[config.mk]
export PLATFORM = sky130hd
export DESIGN_NAME = fpcc_unit
export DESIGN_NICKNAME = d
export VERILOG_FILES = /design/src/rtl/fpcc_pkg.sv /design/src/rtl/fpcc_classify.sv /design/src/rtl/fpcc_ccreg.sv /design/src/rtl/fpcc_pred.sv /design/src/rtl/fpcc_unit.sv
export SDC_FILE = /design/constraint.sdc
export NUM_CORES = 1
export LEC_CHECK = 0
export BUFFER_PORTS_ARGS = -buffer_cell sky130_fd_sc_hd__buf_2
export CORE_MARGIN = 4
export CORE_UTILIZATION = 24
export CTS_BUF_LIST = sky130_fd_sc_hd__clkbuf_2 sky130_fd_sc_hd__clkbuf_4 sky130_fd_sc_hd__clkbuf_8
export DETAILED_ROUTE_END_ITERATION = 8
export GPL_TIMING_DRIVEN = 1
export PLACE_DENSITY = 0.93
export SYNTH_ARGS = -nofsm -noshare
export SYNTH_HDL_FRONTEND = slang
export SYNTH_SLANG_ARGS = --single-unit
[constraint.sdc]
create_clock -name clk -period 1.83 [get_ports clk]
set_input_delay 0.366 -clock clk [delete_from_list [all_inputs] [get_ports clk]]
set_output_delay 0.366 -clock clk [all_outputs]
set_load 0.01 [all_outputs]
[src/rtl/fpcc_pkg.sv]
package fpcc_pkg;

  typedef struct packed {
    logic n;
    logic z;
    logic inf;
    logic nan;
  } fpcc_flags_t;

  // Flags from the exponent field and mantissa; the mantissa's top bit is
  // shifted out so only the fraction is examined.
  function automatic fpcc_flags_t fpcc_classify(input logic sign,
                                                input logic exp_zero,
                                                input logic exp_max,
                                                input logic frac_zero);
    fpcc_flags_t f;
    f.n   = sign;
    f.z   = exp_zero & frac_zero;
    f.inf = exp_max & frac_zero;
    f.nan = exp_max & ~frac_zero;
    return f;
  endfunction

  // Low four bits of the predicate code against the stored flags.
  function automatic logic fpcc_test(input logic [3:0] sel,
                                     input fpcc_flags_t f);
    logic r;
    case (sel)
      4'h0: r = 1'b0;
      4'h1: r = f.z;
      4'h2: r = ~(f.nan | f.z | f.n);
      4'h3: r = f.z | ~(f.nan | f.n);
      4'h4: r = f.n & ~(f.nan | f.z);
      4'h5: r = f.z | (f.n & ~f.nan);
      4'h6: r = ~f.nan & ~f.z;
      4'h7: r = ~f.nan;
      4'h8: r = f.nan;
      4'h9: r = f.nan | f.z;
      4'hA: r = f.nan | ~(f.n | f.z);
      4'hB: r = f.nan | f.z | ~f.n;
      4'hC: r = f.nan | (f.n & ~f.z);
      4'hD: r = f.nan | f.z | f.n;
      4'hE: r = ~f.z;
      default: r = 1'b1;
    endcase
    return r;
  endfunction

endpackage

[src/rtl/fpcc_classify.sv]
module fpcc_classify #(
  parameter int EXP_W = 15,
  parameter int MAN_W = 64
) (
  input  logic [EXP_W:0]   se,
  input  logic [MAN_W-1:0] man,
  output fpcc_pkg::fpcc_flags_t flags,
  output logic             exp_zero,
  output logic             exp_max,
  output logic             frac_zero
);
  assign exp_zero  = (se[EXP_W-1:0] == '0);
  assign exp_max   = &se[EXP_W-1:0];
  assign frac_zero = ((man << 1) == '0);
  assign flags     = fpcc_pkg::fpcc_classify(se[EXP_W], exp_zero, exp_max, frac_zero);
endmodule

[src/rtl/fpcc_ccreg.sv]
module fpcc_ccreg (
  input  logic clk,
  input  logic rst,
  input  logic load,
  input  fpcc_pkg::fpcc_flags_t d,
  output fpcc_pkg::fpcc_flags_t q
);
  always_ff @(posedge clk) begin
    if (rst)       q <= '0;
    else if (load) q <= d;
  end
endmodule

[src/rtl/fpcc_pred.sv]
module fpcc_pred #(
  parameter int PRED_W = 6
) (
  input  logic [PRED_W-1:0] code,
  input  fpcc_pkg::fpcc_flags_t flags,
  output logic              hit,
  output logic              bad
);
  localparam int SEL_W = 4;
  localparam int ALIAS_BITS = 5;

  logic raw;

  generate
    if (PRED_W > ALIAS_BITS) begin : g_range
      assign bad = |code[PRED_W-1:ALIAS_BITS];
    end else begin : g_full
      assign bad = 1'b0;
    end
  endgenerate

  assign raw = fpcc_pkg::fpcc_test(code[SEL_W-1:0], flags);
  assign hit = raw & ~bad;
endmodule

[src/rtl/fpcc_unit.sv]
module fpcc_unit #(
  parameter int EXP_W  = 15,
  parameter int MAN_W  = 64,
  parameter int PRED_W = 6
) (
  input  logic              clk,
  input  logic              rst,
  input  logic              res_valid,
  input  logic [EXP_W:0]    res_se,
  input  logic [MAN_W-1:0]  res_man,
  input  logic [PRED_W-1:0] pred_code,
  output logic              cc_n,
  output logic              cc_z,
  output logic              cc_inf,
  output logic              cc_nan,
  output logic              pred_true,
  output logic              pred_bad
);
  fpcc_pkg::fpcc_flags_t next_flags;
  fpcc_pkg::fpcc_flags_t cur_flags;
  logic exp_zero, exp_max, frac_zero;
  logic upd_fire;

  assign upd_fire = res_valid & ~rst;

  fpcc_classify #(.EXP_W(EXP_W), .MAN_W(MAN_W)) u_cls (
    .se(res_se), .man(res_man), .flags(next_flags),
    .exp_zero(exp_zero), .exp_max(exp_max), .frac_zero(frac_zero)
  );

  fpcc_ccreg u_reg (
    .clk(clk), .rst(rst), .load(upd_fire), .d(next_flags), .q(cur_flags)
  );

  fpcc_pred #(.PRED_W(PRED_W)) u_pred (
    .code(pred_code), .flags(cur_flags), .hit(pred_true), .bad(pred_bad)
  );

  assign cc_n   = cur_flags.n;
  assign cc_z   = cur_flags.z;
  assign cc_inf = cur_flags.inf;
  assign cc_nan = cur_flags.nan;
endmodule

; Word-level counts from Yosys, hierarchy flattened
; Cells that the tools add are included.
[totals]
regBits = 4
wordCells = 51
[classes]
reduce_logical = 4
bitwise = 28
muxes = 1
n_eq_ne = 14
[op_table]
columns = cell, n
row1 = $logic_not A64 Y1, 1
row2 = $eq A4 B4 Y1 const B, 7
row3 = $eq A4 B3 Y1 const B, 4
row4 = $logic_not A15 Y1, 1
row5 = $pmux W1 S15, 1
row6 = $reduce_and A15 Y1, 1
row7 = $not A1 Y1, 10
row8 = $and A1 B1 Y1, 9
row9 = $or A1 B1 Y1, 9
row10 = $eq A4 B2 Y1 const B, 2
row11 = $eq A4 B1 Y1 const B, 1
row12 = $logic_not A4 Y1, 1

; Logic depth before layout (Yosys ltp)
; Gate-level depths: netlist of run 1.
[logic_depth]
ltp_word = 5
depth_mapped = 4
depth_no_buf = 4

; Cells and area by module
; A second synthesis of run 1 with hierarchy kept.
[hier_totals]
hier_cells = 57
area_unflattened_um2 = 450.4
[modules_own_cells]
columns = mod, seq_area_each_um2, n_inst, area_each_um2, cells_per_inst
row1 = fpcc_classify, 0.0, 1, 240.2, 35
row2 = fpcc_ccreg, 80.1, 1, 140.1, 13
row3 = fpcc_pred, 0.0, 1, 56.3, 8
row4 = fpcc_unit, 0.0, 1, 13.8, 1

; Least setup slack after synthesis of run 1
; No wires, ideal clock.
[synth_timing]
path_kind = reg-to-output
from = reg u_reg.q[3] (netlist bit)
to = out pred_true
slack_ns = 0.407
path_buffers = 0
arrival_time_ns = 1.057
required_time_ns = 1.464
path_stages_with_launch = 5
cell_sequence = dfxtp_1 > mux2i_1 > nor3_1 > a221oi_1 > a311oi_1
[synth_between]
elab_chain_len = 5
[synth_rtl]
columns = item, line_no
row1 = "start, declared", fpcc_ccreg.sv:6  ; output fpcc_pkg::fpcc_flags_t q
row2 = "start signal, assigned", fpcc_ccreg.sv:9  ; if (rst) q <= '0;
row3 = "start signal, assigned", fpcc_ccreg.sv:10  ; else if (load) q <= d;
row4 = "$or A1 B1 Y1, on equally long branches", "fpcc_pkg.sv:39, fpcc_pkg.sv:32"
row5 = "$not A1 Y1, on equally long branches", "fpcc_pkg.sv:39, fpcc_pkg.sv:32"
row6 = "$or A1 B1 Y1, on equally long branches", "fpcc_pkg.sv:39, fpcc_pkg.sv:32"
row7 = $pmux W1 S15 (*), fpcc_pkg.sv:28  ; case (sel)
row8 = $and A1 B1 Y1 (*), fpcc_pred.sv:23  ; assign hit = raw & ~bad;
row9 = "end, declared", fpcc_unit.sv:16  ; output logic pred_true,
; Mark *: on every way between the ends. The rest lies on a longest branch, timed or not.

; Final worst setup path of run 1
; Ends and elaborated chain as after synthesis.

==> results.cfg, run 1 <==
[power]
swShare_pct = 24.2
p_switching_mw = 0.0765
peakVddDrop_v = 0.000130
seq_power_share_pct = 28.5
power_mw = 0.316
combPwrFrac_pct = 38.1
pwr-share-clk_pct = 33.4
p_per_area_nw_per_um2 = 354
p_int_mw = 0.240
p_leak_nw = 0.465

[sta]
tightest_slew_ps = 317
holdWs_ps = 336
drv_slew = 0
max_freq_mhz = 612
final.period_utilization_pct = 89.3
rsz0062_at_grt = false
min_period_ps = 1630
setup_viol = 0
finClkSkew_ps = 0
hold_viol = 0
finalSetupTns_ps = 0
slew_headroom_pct = 78.7

[clocking]
postCtsResizedCells = 0
h-tree-depth = 1
cts-buffers-inserted = 3
clk_path_buf_depth = 2
clk_pin_slew_ps = 40
insertion_delay_ps = 230
cts-root-buf = clkbuf_4
postCtsSetupBuffers = 0
cts_tree = done
clock-sinks = 4
holdBufCountCts = 0

[final_layout]
top_regs = u_reg.q (4)
final_cells = 163
multi_input_comb_area_sq_um = 303
n_antenna_cell = 0
final_layout_size_suffix_gt1_share_pct = 65.3
synthToLayoutAreaGrowth_pct = 125
layout_commonest_cell = buf_2
final_cell_mix = 92 x buf_2, 19 x nor4_1, 7 x nand4_1
fill_cells = 166
final_nets = 238
seq_area_sq_um = 80.1
top_register = u_reg.q
largest_register_ff_count = 4
post-route-util_pct = 58.0

[route]
drt-initial-drc-count = 6
drc = 0
wl_per_cell_microns = 11.8
routed-via-count = 853
avgViaCountPerCell = 5.23
ant_nets = 0
first_pass_iters = 4
finalWirelength_microns = 1930

[worst_hold_path]
hold-path-endpoint = u_reg.q[3]
min_path_cells = 2
min-delay-start = rst
hold_path.class = in2reg

[place]
dpl.cell_count = 160
port_buffers = 92
gp_congestion = 0.830
hpwl_microns = 1840

[global_route]
gr-total-overflow = 0
grt_pass1_wl_microns = 3030
grt_pass1_vias = 787
track_usage_pct = 15.4
grt_max_degree = 6
grt_antenna_before_repair = 0

[die]
die_w_microns = 48.7
rows = 14
die_area_sq_um = 2370
initial_utilization_pct = 25.8
die_y_microns = 48.7
io_pins = 95
coreArea_sq_um = 1540

[critical_path]
reg2regPathDepth = 1
critical_path_class = reg2out
crit_chain = mux2i_1 > nor3_1 > a221oi_1 > a311oi_1 > buf_2
crit_path_end_kind = primary output
crit_arrival_ps = 1270
cp_num_buf_inv = 1
crit_family = flip-flops
setup.worst_path.start_class = flip-flop
cpMaxStageDelayCell = dfxtp_1
r2r_slack_ps = 1170
crit_fanout = 3
timing.rr.end = u_reg.q[2]
slowest_delay_ps = 350
cp_data_required_time_ps = 1460
worstReg2RegStart = u_reg.q[2]

[synth]
syn_area_sq_um = 398
ys_async_sr_fraction_pct = 0
netlist_instances = 53
synthesis.nets = 142
synth-seq-area-share_pct = 20.1
synth_flop_cell = dfxtp_1
synth_edf_count = 0
ys_warn_count = 0
synth_cell_type_count = 19
synthAdderAreaFrac_pct = 0
synthMuxAreaShare_pct = 5.03
ys_ff_latch = 4
synth_compound_area_share_pct = 11.6
avgSynthCellArea_sq_um = 7.51
synth_simple_gate_area_share_pct = 59.4
synth_xor_area_share_pct = 0
synth_top_family_by_area = simple AND/OR/NAND/NOR gates

[status]
status = finished clean

[flow_run]
max_cap_viol_count = 0
[cell families after synthesis]
group	count (synthesis)
simple gates	38
compound gates	6
flops	4
buf+inv	3
mux	2
[worst max path at each step]
stage / from / end / cells after the start
final: u_reg.q[3] / pred_true / 5
after detailed placement: res_man[5] / u_reg.q[0] / 5
after global placement: res_man[0] / u_reg.q[0] / 5
after floorplan: u_reg.q[3] / pred_true / 4
after global routing: u_reg.q[3] / pred_true / 5
after CTS: u_reg.q[3] / pred_true / 5
[through the flow]
step	setup slack (ps)	cell area (sq um)
after floorplan	407	398
after global routing	87.5	893
after detailed placement	271	871
after CTS	176	893
final	196	893
after global placement	300	871
[metal layers]
metal,GRT usage [%],share of wire (%)
met1,16.4,34
met2,24.8,48
met3,5.52,15
met4,11.2,2.5
met5,0,0
[Yosys cell counts, types with 2 or more instances]
library cell | count | area share (%)
inv_1 | 2 | 1.9
nand4_1 | 7 | 11
nor4_1 | 19 | 30
nand3_1 | 2 | 2.5
a22o_1 | 2 | 4.4
mux2i_1 | 2 | 5.0
dfxtp_1 | 4 | 20
nor3_1 | 2 | 2.5
nor2_1 | 3 | 2.8
[power by group through the flow]
stage / sequential, mW / clock (mW) / combinational, mW
6_report: 0.0902 / 0.106 / 0.121
5_1_grt: 0.0902 / 0.124 / 0.134
4_1_cts: 0.0902 / 0.111 / 0.122
3_5_place_dp: 0.0914 / 0 / 0.122
3_3_place_gp: 0.0915 / 0 / 0.118
2_1_floorplan: 0.0920 / 0 / 0.0209
[cell type report]
| cell class | instances | share of cell area [%] |
|---|---|---|
| multi-input cells | 46 | 33.9 |
| flip-flops and latches | 4 | 8.96 |
| well taps | 16 | 2.24 |
| clock buffers | 3 | 2.52 |
| repair buffers | 92 | 51.5 |
| inverters | 2 | 0.840 |
Note: power is estimated with default switching activity, not from simulation.
==> run 2, diff against run 1 <==
==> constraint.sdc (replaced) <==
create_clock -name clk -period 1.83 [get_ports clk]
set_input_delay 0.2745 -clock clk [delete_from_list [all_inputs] [get_ports clk]]
set_output_delay 0.2745 -clock clk [all_outputs]
set_load 0.01 [all_outputs]
==> results.cfg, run 2 (synthesis results as in run 1) <==
[status]
status = finished clean

[critical_path]
crit_arrival_ps = 1270
worstReg2RegStart = u_reg.q[2]
reg2regPathDepth = 1
crit_family = flip-flops
setup.worst_path.start_class = flip-flop
cpMaxStageDelayCell = dfxtp_1
slowest_delay_ps = 350
cp_num_buf_inv = 1
r2r_slack_ps = 1170
cp_data_required_time_ps = 1560
critical_path_class = reg2out
crit_path_end_kind = primary output
crit_fanout = 3
crit_chain = mux2i_1 > nor3_1 > a221oi_1 > a311oi_1 > buf_2
timing.rr.end = u_reg.q[2]

[final_layout]
post-route-util_pct = 58.0
multi_input_comb_area_sq_um = 303
fill_cells = 159
final_cell_mix = 92 x buf_2, 19 x nor4_1, 7 x nand4_1
seq_area_sq_um = 80.1
n_antenna_cell = 0
largest_register_ff_count = 4
synthToLayoutAreaGrowth_pct = 125
top_regs = u_reg.q (4)
final_cells = 163
final_nets = 238
final_layout_size_suffix_gt1_share_pct = 65.3
finalInstanceArea_sq_um = 893
layout_commonest_cell = buf_2
top_register = u_reg.q

[die]
die_w_microns = 48.7
coreArea_sq_um = 1540
initial_utilization_pct = 25.8
die_area_sq_um = 2370
die_y_microns = 48.7
io_pins = 95
rows = 14

[route]
drt-initial-drc-count = 15
first_pass_iters = 6
ant_nets = 0
avgViaCountPerCell = 5.29
routed-via-count = 862
drc = 0
wl_per_cell_microns = 12.1
finalWirelength_microns = 1970

[sta]
setup_viol = 0
finClkSkew_ps = 0
drv_slew = 0
hold_viol = 0
tightest_slew_ps = 317
slew_headroom_pct = 78.7
final.period_utilization_pct = 84.5
holdWs_ps = 248
rsz0062_at_grt = false
finalSetupTns_ps = 0
max_freq_mhz = 646
setup_ws_ps = 283
min_period_ps = 1550

[clocking]
holdBufCountCts = 0
insertion_delay_ps = 230
postCtsResizedCells = 0
cts-root-buf = clkbuf_4
postCtsSetupBuffers = 0
cts_tree = done
h-tree-depth = 1
clk_path_buf_depth = 2
clock-sinks = 4
clk_pin_slew_ps = 40
cts-buffers-inserted = 3

[worst_hold_path]
min_path_cells = 2
hold-path-endpoint = u_reg.q[3]
hold_path.class = in2reg
min-delay-start = rst

[global_route]
grt_pass1_wl_microns = 3150
grt_pass1_vias = 808
grt_antenna_before_repair = 0
grt_max_degree = 6
track_usage_pct = 15.9
gr-total-overflow = 0

[flow_run]
max_cap_viol_count = 0

[power]
p_per_area_nw_per_um2 = 355
p_leak_nw = 0.465
power_mw = 0.317
peakVddDrop_v = 0.000129

[place]
post-place-ws_ps = 352
dpl.cell_count = 160
placed_area_sq_um = 871
gp_congestion = 0.830
port_buffers = 92
hpwl_microns = 1830
run 2: cell counts in the layout (fill, tap and decap cells not counted):
Identical to the previous run, type by type.
run 2: where the power goes:
part           leakage, nW  total (mW)  switching, mW  internal (mW)
Combinational        0.419       0.121         0.0433         0.0777
Clock               0.0138       0.106         0.0331         0.0731
Sequential          0.0324      0.0902        0.00114         0.0890
Total                0.465       0.317         0.0775          0.240
run 2: cell type report:
cell class,instances,share of cell area (%)
multi-input combinational,46,33.9
inverter,2,0.840
timing repair buffer,92,51.5
sequential,4,8.96
clock buffer,3,2.52
tap,16,2.24
run 2: layer usage:
layer / GRT usage, % / part of all wire [%]
met1: 16.1 / 35
met2: 26.7 / 49
met3: 6.13 / 15
met4: 10.3 / 1.8
met5: 0 / 0
run 2: how the worst max path moves through the flow:
| stage | startpoint | to | slack (ps) | depth (start not counted) |
|---|---|---|---|---|
| 2_1_floorplan | u_reg.q[3] | pred_true | 500 | 4 |
| 3_3_place_gp | res_man[0] | u_reg.q[0] | 390 | 5 |
| 3_5_place_dp | res_man[35] | u_reg.q[0] | 350 | 5 |
| 4_1_cts | u_reg.q[3] | pred_true | 270 | 5 |
| 5_1_grt | u_reg.q[3] | pred_true | 180 | 5 |
| 6_report | u_reg.q[3] | pred_true | 280 | 5 |
